**src/rtl/luse_pkg.sv**
```systemverilog
package luse_pkg;

  typedef struct packed {
    logic       wb_en;
    logic       mem2reg;
    logic       ld_flag;
    logic       st_flag;
    logic       br_en;
    logic       dst_sel;
    logic       imm_sel;
    logic [1:0] alu_op;
  } ctl_t;

  localparam int CTL_W = $bits(ctl_t);

  function automatic logic reg_hit(input logic [7:0] dst, input logic [7:0] src_a,
                                   input logic [7:0] src_b);
    return (dst == src_a) || (dst == src_b);
  endfunction

endpackage

```
**src/rtl/luse_hazard_det.sv**
```systemverilog
module luse_hazard_det #(
  parameter int REG_AW      = 5,
  parameter bit ZERO_EXEMPT = 1'b1
) (
  input  logic              ld_pending_i,
  input  logic [REG_AW-1:0] ld_dst_i,
  input  logic [REG_AW-1:0] src_a_i,
  input  logic [REG_AW-1:0] src_b_i,
  output logic              stall_o
);
  localparam int PAD = 8 - REG_AW;

  logic src_match;
  logic dst_valid;

  assign src_match = luse_pkg::reg_hit({{PAD{1'b0}}, ld_dst_i},
                                       {{PAD{1'b0}}, src_a_i},
                                       {{PAD{1'b0}}, src_b_i});

  generate
    if (ZERO_EXEMPT) begin : g_zero_exempt
      assign dst_valid = |ld_dst_i;
    end else begin : g_any_dst
      assign dst_valid = 1'b1;
    end
  endgenerate

  assign stall_o = ld_pending_i & dst_valid & src_match;
endmodule

```
**src/rtl/luse_ctl_stage.sv**
```systemverilog
module luse_ctl_stage (
  input  logic            clk,
  input  logic            rst_n,
  input  logic            squash_i,
  input  luse_pkg::ctl_t  ctl_i,
  output luse_pkg::ctl_t  ctl_q_o
);
  luse_pkg::ctl_t ctl_next;

  always_comb begin
    ctl_next = squash_i ? '0 : ctl_i;
  end

  always_ff @(posedge clk or negedge rst_n) begin
    if (!rst_n) ctl_q_o <= '0;
    else        ctl_q_o <= ctl_next;
  end
endmodule

```
**src/rtl/luse_front_hold.sv**
```systemverilog
module luse_front_hold (
  input  logic stall_i,
  output logic pc_we_o,
  output logic ifid_we_o
);
  assign pc_we_o   = ~stall_i;
  assign ifid_we_o = ~stall_i;
endmodule

```
**src/rtl/luse_stall_ctrl.sv**
```systemverilog
module luse_stall_ctrl #(
  parameter int REG_AW      = 5,
  parameter bit ZERO_EXEMPT = 1'b1
) (
  input  logic                       clk,
  input  logic                       rst_n,
  input  logic [REG_AW-1:0]          ex_rt_i,
  input  logic [REG_AW-1:0]          dec_rs_i,
  input  logic [REG_AW-1:0]          dec_rt_i,
  input  logic [luse_pkg::CTL_W-1:0] dec_ctl_i,
  output logic                       pc_we_o,
  output logic                       ifid_we_o,
  output logic [luse_pkg::CTL_W-1:0] ex_ctl_o
);
  luse_pkg::ctl_t ex_ctl_q;
  luse_pkg::ctl_t dec_ctl;
  logic           hz_stall;

  assign dec_ctl = luse_pkg::ctl_t'(dec_ctl_i);

  luse_hazard_det #(.REG_AW(REG_AW), .ZERO_EXEMPT(ZERO_EXEMPT)) det_i (
    .ld_pending_i (ex_ctl_q.ld_flag),
    .ld_dst_i     (ex_rt_i),
    .src_a_i      (dec_rs_i),
    .src_b_i      (dec_rt_i),
    .stall_o      (hz_stall)
  );

  luse_ctl_stage ctl_i (
    .clk      (clk),
    .rst_n    (rst_n),
    .squash_i (hz_stall),
    .ctl_i    (dec_ctl),
    .ctl_q_o  (ex_ctl_q)
  );

  luse_front_hold hold_i (
    .stall_i   (hz_stall),
    .pc_we_o   (pc_we_o),
    .ifid_we_o (ifid_we_o)
  );

  assign ex_ctl_o = ex_ctl_q;
endmodule

```
**config.mk**
```make
export PLATFORM = sky130hd
export DESIGN_NAME = luse_stall_ctrl
export DESIGN_NICKNAME = d
export VERILOG_FILES = /design/src/rtl/luse_pkg.sv /design/src/rtl/luse_hazard_det.sv /design/src/rtl/luse_ctl_stage.sv /design/src/rtl/luse_front_hold.sv /design/src/rtl/luse_stall_ctrl.sv
export SDC_FILE = /design/constraint.sdc
export NUM_CORES = 1
export LEC_CHECK = 0
export CAP_MARGIN = 5
export CORE_AREA = 2 2 42 44
export CTS_BUF_LIST = sky130_fd_sc_hd__clkbuf_4 sky130_fd_sc_hd__clkbuf_8 sky130_fd_sc_hd__clkbuf_16
export CTS_CLUSTER_SIZE = 16
export DETAILED_ROUTE_END_ITERATION = 10
export DIE_AREA = 0 0 44 46
export PLACE_DENSITY_LB_ADDON = 0.3
export SYNTH_ARGS = -nofsm -noshare
export SYNTH_HDL_FRONTEND = slang
export SYNTH_SLANG_ARGS = --single-unit
export TNS_END_PERCENT = 20
```
**constraint.sdc**
```tcl
create_clock -name clk -period 2.2 [get_ports clk]
set_clock_uncertainty 0.15 [all_clocks]
set_input_delay 0.22 -clock clk [delete_from_list [all_inputs] [get_ports clk]]
set_output_delay 0.22 -clock clk [all_outputs]
set_load 0.05 [all_outputs]
```
==> impl_metrics.ini <==
[timing]
relSlewSlack_pct = 65.7
period_share_pct = 94.9
max_freq_mhz = 479
rsz0062_at_grt = false
fin_setup_tns_ps = 0
setup_viol = 0
finalCriticalPeriod_ps = 2090
finalHoldViolCount = 0
slew_viol_final = 0
fin_ws_ps = 112
worst-slew-pin-transition_ps = 513

[yosys]
synth.distinct_cells = 10
synth-seq-cells = 9
synth_top_family_by_area = compound AO/OA/AOI/OAI gates
synth_xor_area_share_pct = 19.3
synth_area_leaders = dfrtp_1 (50%), xnor2_1 (19%), a21boi_1 (13%)
synthMuxAreaShare_pct = 0
synth-compound-area-share_pct = 20.4
syn_nets = 64
syn_avg_cell_area_um2 = 11.9
synth_seq_area_share_pct = 49.7
syn_area_um2 = 453
synth_fa_ha_area_share_pct = 0
synth_top_area_share_pct = 49.7
syn_inst = 38
yosysWarningCount = 0
yosys.area.top_type = dfrtp_1
synthSimpleGateAreaFrac_pct = 7.18

[critical_path]
worstRegToRegCells = 3
end_kind = output pin
path_class = in -> out
ff2ff_setup_slack_ps = 1170
required_ps = 1830
critical_path.startpoint = ex_rt_i[2]
r2r_end = ctl_i.ctl_q_o[4]$_DFF_PN0_
reg2reg_from = ctl_i.ctl_q_o[6]$_DFF_PN0_
crit_path_max_fanout = 3
cp_data_arrival_time_ps = 1720
critPathLaunchType = primary input
worstSetupEndpoint = pc_we_o

[status]
run_status = complete, no violations

[layout]
final_nets = 106
final_util_pct = 53.7
finalNonFillerCells = 96
layout_common_cells = clkdlybuf4s50_1 (34), xnor2_1 (10), dfrtp_1 (9)
regMostFlops = ctl_i.ctl_q_o
num_antenna_cells = 0
top_regs = ctl_i.ctl_q_o (9)
largest_register_ffs = 9
final_common_cell = clkdlybuf4s50_1
syn_to_final_growth_pct = 91.4
drive_gt1_share_pct = 15.2

[pwr]
p_sw_share_pct = 28.8
power.density_nw_per_um2 = 556
p_total_uw = 482
p_seq_share_pct = 37.2
netSwitchingPower_uw = 139
p_comb_share_pct = 34.4
ir_worst_vdd_mv = 0.381
p_leak_uw = 0.000343
p_int_uw = 343
pwr-share-clk_pct = 28.4

[routing]
num_vias = 409
route.detailed.drc = 0
totalWireLength_um = 1050
dr.pass1.iters = 2
ant_nets = 0
drt-vias-per-instance = 4.26
initialDrtViolationCount = 1
wl_per_cell_um = 10.9

[clock_network]
clkTransAtPathRegs_ps = 60
cts_hold_buffers = 0
clockRootBuffer = clkbuf_4
clock_sinks = 9
clk_latency_ps = 250
cts_tree = yes
cts.path.max_buffers = 2
ctsResizeCount = 0
cts-buffers-inserted = 3
post_cts_buffers = 0
htree_num_levels = 1

[placed_design]
dp_cells = 92
pre_cts_ws_ps = 110
place_congestion = 0.684
dp_hpwl_um = 849
buffer_ports.inserted = 36

[floorplanning]
ios = 37
dieWidth_um = 44
die_y_um = 46
core_area_um2 = 1610
floorplan.rows = 15
initial_core_util_pct = 28.1
die_area_um2 = 2020

[global_routing]
antenna_found_initial = 0
grt_max_degree = 10
grt_pass1_wl_um = 1770
first_global_vias = 400
gr-usage-all-layers_pct = 12.1
overflow = 0

[hold_path]
hp-class = in -> async

[run]
cap_violations = 0
power groups by stage:
stage               sequential, uW  clock (uW)  combinational [uW]
floorplan                      218           0                47.5
global placement               182           0                 166
detailed placement             182           0                 167
CTS                            179         142                 167
global route                   181         151                 177
finish                         179         137                 166
cell families (layout without fill, tap and decap cells):
group / count (synthesis) / count (layout)
AND/OR/NAND/NOR: 6 / 6
XOR/XNOR: 10 / 10
buffers and inverters: 2 / 43
AO/OA/AOI/OAI: 11 / 11
flip-flops: 9 / 9
worst max-delay path: stages:
cell             delay, ps
clkdlybuf4s50_1        470
or4_4                  540
o21a_4                 210
nand2_1                 90
buf_4                  200
how the worst min path moves through the flow:
stage	startpoint	end	slack, ps	depth (start not counted)
final	rst_n	ctl_i.ctl_q_o[1]$_DFF_PN0_	90	1
after global routing	rst_n	ctl_i.ctl_q_o[2]$_DFF_PN0_	120	1
after floorplan	rst_n	ctl_i.ctl_q_o[0]$_DFF_PN0_	-230	0
after global placement	rst_n	ctl_i.ctl_q_o[2]$_DFF_PN0_	380	1
after CTS	rst_n	ctl_i.ctl_q_o[1]$_DFF_PN0_	100	1
after detailed placement	rst_n	ctl_i.ctl_q_o[5]$_DFF_PN0_	390	1
layer usage:
| layer | global-route usage [%] | vias to the layer above | routed length [um] |
|---|---|---|---|
| met5 | 0 | - | 0 |
| met4 | 3.64 | 0 | 12 |
| met3 | 5.95 | 2 | 104 |
| met2 | 17.1 | 21 | 482 |
| met1 | 16.1 | 177 | 450 |
| li1 | - | 209 | - |
area by class of cell:
cell class,instances,area (um^2)
fill,158,747
timing repair buffer,39,378
sequential,9,225
multi-input combinational,27,213
clock buffer,4,30.0
tap,17,21.3
synth_stat cells:
library cell	n
or4_4	1
a21boi_2	1
o22ai_1	1
nand2_1	3
a21boi_1	8
xnor2_1	10
o21a_4	1
buf_4	2
dfrtp_1	9
nand3_1	2
through the flow:
step                      area, um^2  hold WS [ps]
after floorplan                  453          -226
after global placement           837           379
after detailed placement         837           386
after CTS                        867           103
after global routing             867           121
final                            867          94.8
(Power assumes the default switching activity.)
